**src/rtl/drive_adj_pkg.sv**
```systemverilog
package drive_adj_pkg;
  localparam int LVL_W = 2;
  localparam int LANES = 4;

  typedef struct packed {
    logic [1:0]       rsvd;
    logic             pre_hit;
    logic [LVL_W-1:0] pre;
    logic             swing_hit;
    logic [LVL_W-1:0] swing;
  } lane_setting_t;
endpackage

```
**src/rtl/drive_req_peak.sv**
```systemverilog
module drive_req_peak #(
  parameter int LANES = 4,
  parameter int LVL_W = 2,
  parameter int CNT_W = 3
) (
  input  logic [LANES*LVL_W-1:0] req,
  input  logic [CNT_W-1:0]       lane_cnt,
  output logic [LVL_W-1:0]       peak
);
  always_comb begin
    peak = '0;
    for (int i = 0; i < LANES; i++) begin
      if ((CNT_W'(i) < lane_cnt) && (req[i*LVL_W +: LVL_W] > peak))
        peak = req[i*LVL_W +: LVL_W];
    end
  end
endmodule

```
**src/rtl/drive_level_clamp.sv**
```systemverilog
module drive_level_clamp
  import drive_adj_pkg::*;
(
  input  logic [LVL_W-1:0] swing_in,
  input  logic [LVL_W-1:0] pre_in,
  input  logic [LVL_W-1:0] swing_max,
  input  logic [LVL_W-1:0] pre_max,
  output lane_setting_t    setting
);
  localparam logic [LVL_W-1:0] TOP_LVL = {LVL_W{1'b1}};

  logic [LVL_W-1:0] pre_c;
  logic             pre_hit;
  logic [LVL_W-1:0] room;
  logic [LVL_W-1:0] swing_room;

  always_comb begin
    pre_hit    = (pre_in >= pre_max);
    pre_c      = pre_hit ? pre_max : pre_in;
    room       = TOP_LVL - pre_c;
    swing_room = (swing_in > room) ? room : swing_in;
    setting.rsvd      = 2'b00;
    setting.pre       = pre_c;
    setting.pre_hit   = pre_hit;
    setting.swing_hit = (swing_room >= swing_max);
    setting.swing     = setting.swing_hit ? swing_max : swing_room;
  end
endmodule

```
**src/rtl/drive_level_adjust.sv**
```systemverilog
module drive_level_adjust
  import drive_adj_pkg::*;
#(
  parameter int NLANES = LANES,
  localparam int CNT_W = $clog2(NLANES) + 1,
  localparam int REQ_W = NLANES * LVL_W
) (
  input  logic               clk,
  input  logic               rst,
  input  logic               start,
  input  logic [CNT_W-1:0]   lane_cnt,
  input  logic [REQ_W-1:0]   swing_req,
  input  logic [REQ_W-1:0]   pre_req,
  input  logic [LVL_W-1:0]   swing_max,
  input  logic [LVL_W-1:0]   pre_max,
  output logic [NLANES*8-1:0] lane_set,
  output logic               done
);
  logic [LVL_W-1:0] swing_peak;
  logic [LVL_W-1:0] pre_peak;
  lane_setting_t    next_set;

  drive_req_peak #(.LANES(NLANES), .LVL_W(LVL_W), .CNT_W(CNT_W)) u_swing_peak (
    .req(swing_req), .lane_cnt(lane_cnt), .peak(swing_peak)
  );

  drive_req_peak #(.LANES(NLANES), .LVL_W(LVL_W), .CNT_W(CNT_W)) u_pre_peak (
    .req(pre_req), .lane_cnt(lane_cnt), .peak(pre_peak)
  );

  drive_level_clamp u_clamp (
    .swing_in(swing_peak), .pre_in(pre_peak),
    .swing_max(swing_max), .pre_max(pre_max),
    .setting(next_set)
  );

  for (genvar g = 0; g < NLANES; g++) begin : g_slot
    always_ff @(posedge clk) begin
      if (rst)
        lane_set[g*8 +: 8] <= '0;
      else if (start)
        lane_set[g*8 +: 8] <= next_set;
    end
  end

  always_ff @(posedge clk) begin
    if (rst) done <= 1'b0;
    else     done <= start;
  end
endmodule

```
**config.mk**
```make
export PLATFORM = sky130hd
export DESIGN_NAME = drive_level_adjust
export DESIGN_NICKNAME = d
export VERILOG_FILES = /design/src/rtl/drive_adj_pkg.sv /design/src/rtl/drive_req_peak.sv /design/src/rtl/drive_level_clamp.sv /design/src/rtl/drive_level_adjust.sv
export SDC_FILE = /design/constraint.sdc
export NUM_CORES = 1
export LEC_CHECK = 0
export BUFFER_PORTS_ARGS = -buffer_cell sky130_fd_sc_hd__clkbuf_2
export CAP_MARGIN = 20
export CORE_MARGIN = 2
export CORE_UTILIZATION = 35
export DETAILED_ROUTE_END_ITERATION = 7
export PLACE_DENSITY = 0.73
export RECOVER_POWER = 25
export SYNTH_ARGS = -nofsm -noshare
export SYNTH_HDL_FRONTEND = slang
export SYNTH_SLANG_ARGS = --single-unit
```
**constraint.sdc**
```tcl
create_clock -name clk -period 9.1 [get_ports clk]
set_input_delay 1.82 -clock clk [delete_from_list [all_inputs] [get_ports clk]]
set_output_delay 1.82 -clock clk [all_outputs]
set_load 0.01 [all_outputs]
```
After elaboration in Yosys (flattened, before gate mapping). Index checks and enable logic that the tools add are counted.

Add/subtract/negate cells: 1. $lt $le $gt $ge: 15. Mux-type cells: 11. Reduce and logical (&&, ||, !) cells: 8.

Operators by type and width (number): 2-to-1 mux 2 bit (11); > comparator 2 bit (7); logical AND 1 bit (8); less-than comparator 1 x 3 -> 1 bit (first input constant) (2); less-than comparator 2 x 3 -> 1 bit (first input constant) (2); greater-or-equal comparator 2 bit (2); > comparator 2 x 1 -> 1 bit (second input constant) (2); subtractor 2 bit (first input constant) (1).

Bits in registers: 7. Input port bits: 26. Output and inout port bits: 33. Word-level logic and storage cells: 37.

Depth between registers and ports, before layout. Gate-level depths: netlist of the first run.

Word-level depth: 19. Gate-level depth with buffers: 31. Depth with buffers taken out: 31.

Modules after synthesis. A second synthesis of the first run with hierarchy kept.

Cell total of the unflattened synthesis: 163. Area, all modules: 1322.5 um2.

By module, submodules not included: drive_req_peak (times used 2, cells each 39, area each 279.0 um2, sequential area each 0.0 um2); drive_level_adjust (times used 1, cells each 52, area each 493.0 um2, sequential area each 180.2 um2); drive_level_clamp (times used 1, cells each 33, area each 271.5 um2, sequential area each 0.0 um2).

Worst setup path after synthesis of the first run. Ideal clock, no wire load.

Kind: input port to flip-flop. Start point: input lane_cnt[2]. End point: register lane_set[0]. Library setup time: 0.079 ns. Arrival: 7.335 ns. Data required time: 9.021 ns. Path slack: 1.686 ns. Stages: 31. Buffers on the path: 0. Path through: or3_4 -> nand2_1 -> ha_1 -> nor2b_1 -> o221ai_1 -> nand3_1 -> o21ai_0 -> inv_1 -> ha_1 -> nor2b_1 -> o211ai_1 -> mux2i_1 -> ha_1 -> nor2b_1 -> o211ai_1 -> mux2i_1 -> ha_1 -> nor2_1 -> o221a_4 -> inv_1 -> ha_1 -> nor2_1 -> nor2_1 -> a21oi_1 -> mux2_4 -> ha_1 -> nand2b_1 -> a21oi_1 -> and3b_1 -> o21ai_0 -> o211ai_1.

Longest elaborated chain between the ends: 19. Elaborated cells on any way between the ends: 33. Classes of those cells: add/sub (1); order compare (13); mux (11); reduce/logical (8).

Ends and longest elaborated chain: start, declared (line drive_level_adjust.sv:11) `input logic [CNT_W-1:0] lane_cnt,`; less-than comparator 1 x 3 -> 1 bit (line drive_req_peak.sv:13) `if ((CNT_W'(i) < lane_cnt) && (req[i*LVL_W +: LVL_W] > peak))`; logical AND 1 bit (line drive_req_peak.sv:13); 2-to-1 mux 2 bit (line drive_req_peak.sv:13); > comparator 2 bit (line drive_req_peak.sv:13); logical AND 1 bit (line drive_req_peak.sv:13); 2-to-1 mux 2 bit (line drive_req_peak.sv:13); > comparator 2 bit (line drive_req_peak.sv:13); logical AND 1 bit (line drive_req_peak.sv:13); [... 3 more ...]; 2-to-1 mux 2 bit (line drive_req_peak.sv:13); greater-or-equal comparator 2 bit (line drive_level_clamp.sv:18) `pre_hit = (pre_in >= pre_max);`; 2-to-1 mux 2 bit (line drive_level_clamp.sv:19) `pre_c = pre_hit ? pre_max : pre_in;`; subtractor 2 bit (line drive_level_clamp.sv:20) `room = TOP_LVL - pre_c;`; > comparator 2 bit (line drive_level_clamp.sv:21) `swing_room = (swing_in > room) ? room : swing_in;`; 2-to-1 mux 2 bit * (line drive_level_clamp.sv:21); greater-or-equal comparator 2 bit (line drive_level_clamp.sv:25) `setting.swing_hit = (swing_room >= swing_max);`; 2-to-1 mux 2 bit * (line drive_level_clamp.sv:26) `setting.swing = setting.swing_hit ? swing_max : swing_room;`; end signal, assigned by index (line drive_level_adjust.sv:42) `lane_set[g*8 +: 8] <= next_set;`; end, declared (line drive_level_adjust.sv:16) `output logic [NLANES*8-1:0] lane_set,`.

Mark *: on every way between the ends. The rest lies on a longest branch, timed or not. A chain may end at the register's enable or synchronous reset.

Worst setup path in the final report of the first run. Ends and elaborated chain as after synthesis.

==> run summary, run 1 <==
Initial DRC count: 17
Total power draw: 188 µW
First-pass GRT wire length: 3.37 mm
Post-DRT Antenna Nets: 0
Place WS: 0.979 ns
Initial antenna violation count: 0
Critical Path Max Stage Delay: 0.43 ns
Share of Yosys cell area claimed by the top area cell type: 0.215
Initial core utilization: 0.375
Hold buffers post-CTS: 0
Crit Path Class: in -> reg
Synth area leaders: ha_1 (21%), buf_4 (17%), dfxtp_1 (12%), inv_1 (6.1%), mux2i_1 (6.0%)
Internal Pwr Total: 110 µW
Seq/Total Area, Yosys: 0.120
Final setup viols: 0
Syn Inst Count: 150
Post-CTS Setup Bufs: 0
Arr. time, crit path: 7.95 ns
Clk slew on worst S/H paths: 0.05 ns
Proportion of layout cells with a drive suffix above 1: 0.295
Final Non-Filler Cells: 227
Post-synth cell types: 29
Status: complete, no violations
CP most frequent cell: ha_1
EDFF count, synth: 0
Predominant post-synthesis flop cell: dfxtp_1
Syn avg cell area: 7.77 µm²
Util after Layout: 0.422
DP HPWL: 1.86 mm
Largest net degree at the start of global routing: 12
TritonCTS Sinks: 7
Vias: 1023
Max-slew violations: 0
Crit share post-route: 0.855
DIE AREA: 0.00381 mm²
Worst Hold Class: reg -> reg
Leakage: 0.765 nW
Yosys top cell by area: ha_1
Max VDD drop: 0.0407 mV
Diodes inserted: 0
FMAX: 0.128 GHz
Num rows: 20
Hold endpoint: lane_set[2]$_SDFFE_PP0P_
Most common cell in the netlist: buf_4
Clk buf depth: 2
Hold Path Origin: lane_set[2]$_SDFFE_PP0P_
Vias per cell: 4.51
Share of flip-flops with an asynchronous set or reset: 0
Startpoint Class: input pin
Top cells by count, synth: buf_4 (26), ha_1 (20), inv_1 (19)
TNS Setup: 0 ns
CTS tree: built
Placer Congestion: 0.793
Synth Cell Area: 0.00116 mm²
Area grow syn2layout: 12.5%
Die width: 61.7 µm
Worst endpoint required time: 9.27 ns
Total CTS buffers: 3
CTS root buffer: clkbuf_4
R2R Path Start: lane_set[0]$_SDFFE_PP0P_
Die height: 61.7 µm
Inst Count DP: 223
Layout Nets: 230
Clk pwr share: 0.148
R2r setup slk: 8.06 ns
Synth warnings: 0
Switching fraction of total power: 0.418
RSZ-0062 raised after global routing: no
Comb power frac: 0.640
Worst Path Max Fanout: 6
Number of max-cap violations: 0
Worst setup margin: 1.32 ns
# port buffers: 50
Sw Pwr: 78.8 µW
FF-to-FF End: lane_set[0]$_SDFFE_PP0P_
Min Tclk post-route: 7.78 ns
Core Area: 0.00310 mm²
Power Density: 144 mW/mm²
Drt total wl: 1.99 mm
Overflow after GRT: 0
Worst skew pair latency: 0.25 ns
Total Routing Usage GR: 0.114
Ports: 59
H-tree Lvls: 1
Drt wl/cell: 8.75 µm
DRC viols: 0
Final hold violations: 0
Flop pwr share: 0.213
1st-pass router iterations: 3
#FFs+latches synth: 7
Vias in the first global route: 852
Final setup skew: 0 ns
R2R depth: 5
Resized cells post-CTS: 0
Hold depth: 2
Slowest CP cell: or3_4
Critical Path End Type: register
==> flip-flops by register name, summed over array words and instances, names as in the netlist <==
name / flops
lane_set: 6
done: 1
==> power groups by stage <==
| stage | Sequential, mW | Clock (mW) | Combinational [mW] |
|---|---|---|---|
| finish | 0.0401 | 0.0278 | 0.121 |
| global route | 0.0416 | 0.0318 | 0.141 |
| CTS | 0.0404 | 0.0292 | 0.124 |
| detailed placement | 0.0410 | 0 | 0.124 |
| global placement | 0.0406 | 0 | 0.120 |
| floorplan | 0.0426 | 0 | 0.105 |
==> cells in the final DEF, fill, tap and decap left out, types with 5 or more instances in the layout <==
master / count
dfxtp_1: 7
nor2b_1: 7
mux2i_1: 7
a21oi_1: 5
clkbuf_1: 9
nand2_1: 11
ha_1: 20
inv_1: 19
o21ai_0: 6
clkbuf_2: 42
o211ai_1: 5
conb_1: 8
nor2_1: 11
==> through the flow <==
stage | area [µm²] | hold slack (ns)
floorplan | 1190 | 0.541
global placement | 1290 | 0.528
detailed placement | 1290 | 0.530
CTS | 1320 | 0.558
global route | 1310 | 0.604
finish | 1310 | 0.548
==> critical path: cells and delay by family <==
family / cells / cell delay (ns)
compound gates: 9 / 1.86
buf+inv: 3 / 0.24
mux: 3 / 0.90
fa+ha+maj: 6 / 1.49
simple gates: 11 / 1.63
==> worst max-delay path by stage <==
stage           startpoint                        to  slack, ns
3_5_place_dp   lane_cnt[2]  lane_set[0]$_SDFFE_PP0P_       0.98
5_1_grt        lane_cnt[2]  lane_set[0]$_SDFFE_PP0P_       0.68
3_3_place_gp   lane_cnt[2]  lane_set[0]$_SDFFE_PP0P_       1.13
4_1_cts        lane_cnt[2]  lane_set[0]$_SDFFE_PP0P_       1.23
2_1_floorplan  lane_cnt[2]  lane_set[0]$_SDFFE_PP0P_       1.69
6_report       lane_cnt[2]  lane_set[0]$_SDFFE_PP0P_       1.32
==> per-layer routing <==
layer,share of wire,GRT usage,wire length (µm)
met1,0.42,0.129,840
met2,0.47,0.211,941
met3,0.10,0.0207,198
met4,0.0030,0.0456,6
met5,0,0,0
==> cell families (layout without fill, tap and decap cells) <==
family | count (synthesis) | after routing | synth area share
other | 1 | 8 | 0.00322
buffers and inverters | 47 | 73 | 0.235
AOI/OAI and AO/OA | 24 | 24 | 0.146
and+or+nand+nor | 41 | 41 | 0.182
muxes | 10 | 10 | 0.0988
adders and majority gates | 20 | 20 | 0.215
DFF | 7 | 7 | 0.120
==> final cells by class <==
type / count / area (µm²)
Clock buffer: 4 / 26.3
Fill cell: 360 / 1790
Inverter: 19 / 71.3
Multi-Input combinational cell: 103 / 777
Sequential cell: 7 / 140
Tap cell: 44 / 55.1
Timing Repair Buffer: 50 / 240
Power figures use the tool's default switching activity.
==> run 2, diff against run 1 <==
- CORE_UTILIZATION: 35 -> 49
- PLACE_DENSITY: 0.73 -> 0.94
- clock period: 9.1 -> 10.1 ns (I/O delays scaled with it)
==> run 2 against run 1 <==
Register-to-register slack better by 0.99 ns. Via count shrank 1.5%. Worst hold slack got worse by 0.027 ns. Routed wire length decreased by 3.7%. First-iteration DRC count fell by 82%. Core utilization rose by 16 points. Clock power down 9.4%. Die area is 27% lower. Sequential cell count is the same. Sequential share of layout area grew 0.17 points. Largest power group unchanged. Sequential power is 9.5% lower. Highest routed layer unchanged.
==> run summary, run 2 (synthesis gave the netlist of run 1 again) <==
Die height: 52.8 µm
Min Tclk post-route: 8.02 ns
DIE AREA: 0.00278 mm²
Clk buf depth: 2
Crit Path Class: in -> reg
Met1 WL: 753 µm
Drt wl/cell: 9.07 µm
Area grow syn2layout: 10.7%
DP HPWL: 1.75 mm
Most flop-heavy register: lane_set
Final Non-Filler Cells: 211
RSZ-0062 raised after global routing: no
CTS tree: built
Worst Path Max Fanout: 6
Startpoint Class: input pin
Total CTS buffers: 3
Resized cells post-CTS: 0
Power Density: 132 mW/mm²
FMAX: 0.125 GHz
Final setup viols: 0
CP most frequent cell: ha_1
Clk slew on worst S/H paths: 0.05 ns
Max-slew violations: 0
Post-DRT Antenna Nets: 0
Initial core utilization: 0.522
Most frequent cells in the layout: clkbuf_2 (42), ha_1 (20), inv_1 (19)
Largest net degree at the start of global routing: 12
Inst Count DP: 207
Max VDD drop: 0.0652 mV
Worst skew pair latency: 0.25 ns
Post-CTS Setup Bufs: 0
Highest metal used: met4
Layout Nets: 230
Routed wl met2: 924 µm
Status: complete, no violations
Critical Path End Type: register
CTS root buffer: clkbuf_4
Worst Hold Class: reg -> reg
# port buffers: 50
Critical Path Max Stage Delay: 0.43 ns
Vias per cell: 4.78
TritonCTS Sinks: 7
Num rows: 17
Slowest CP cell: or3_4
1st-pass router iterations: 4
Vias: 1008
Final hold violations: 0
Ports: 59
TNS Setup: 0 ns
Met3 WL: 186 µm
DRC viols: 0
H-tree Lvls: 1
Leakage: 0.765 nW
Crit share post-route: 0.794
Die width: 52.8 µm
Most common cell after layout, fill and taps aside: clkbuf_2
Proportion of layout cells with a drive suffix above 1: 0.295
Arr. time, crit path: 8.19 ns
Hold buffers post-CTS: 0
Initial DRC count: 3
Fill count: 233
Max FFs per register: 6
Worst endpoint required time: 10.28 ns
Initial antenna violation count: 0
Largest regs: lane_set (6), done (1)
Total Routing Usage GR: 0.150
Placer Congestion: 0.746
First-pass GRT wire length: 3.15 mm
Diodes inserted: 0
Vias in the first global route: 833
Drt total wl: 1.91 mm
Number of max-cap violations: 0
Overflow after GRT: 0
Final setup skew: 0 ns
Core Area: 0.00223 mm²
==> run 2: layer usage <==
layer  vias to the layer above  track usage
met5                         -            0
met4                         0       0.0940
met3                         7       0.0200
met2                        46        0.285
met1                       422        0.150
li1                        533            -
==> run 2: final timing paths <==
kind                            startpoint                  endpoint  slack [ns]  depth (start not counted)
setup / recovery               lane_cnt[2]  lane_set[0]$_SDFFE_PP0P_        2.08                         32
hold / removal    lane_set[2]$_SDFFE_PP0P_  lane_set[2]$_SDFFE_PP0P_        0.52                          2
setup reg to reg  lane_set[0]$_SDFFE_PP0P_  lane_set[0]$_SDFFE_PP0P_        9.05                          5
hold reg to reg   lane_set[2]$_SDFFE_PP0P_  lane_set[2]$_SDFFE_PP0P_        0.52                          2
==> run 2: power by group <==
group          switching [mW]  internal [mW]  total [mW]
sequential            0.00440         0.0319      0.0363
clock                  0.0101         0.0151      0.0252
combinational          0.0568         0.0519       0.109
total                  0.0714         0.0988       0.170
==> run 2: stage by stage <==
step	instance area (µm²)	util	setup WS, ns	power [mW]	hold slack (ns)
2_1_floorplan	1190	-	2.49	0.133	0.541
3_3_place_gp	1270	0.570	1.98	0.144	0.537
3_5_place_dp	1270	0.570	1.80	0.148	0.521
4_1_cts	1300	0.582	2.03	0.174	0.527
5_1_grt	1290	0.578	1.38	0.190	0.555
6_report	1290	0.578	2.08	0.170	0.521
==> run 2: cell type report <==
cell class,instances,area [µm²],area share
timing repair buffer,50,240,0.186
clock buffer,4,26.3,0.0204
sequential,7,140,0.109
tap,28,35.0,0.0272
inverter,19,71.3,0.0553
multi-input combinational,103,777,0.602
==> run 2: critical path: cells and delay by family <==
family                   cells  cell delay, ns
AND/OR/NAND/NOR             11            1.61
adder cells (fa/ha/maj)      6            1.51
AO/OA/AOI/OAI                9            1.88
multiplexers                 3            0.92
buffers and inverters        3            0.25
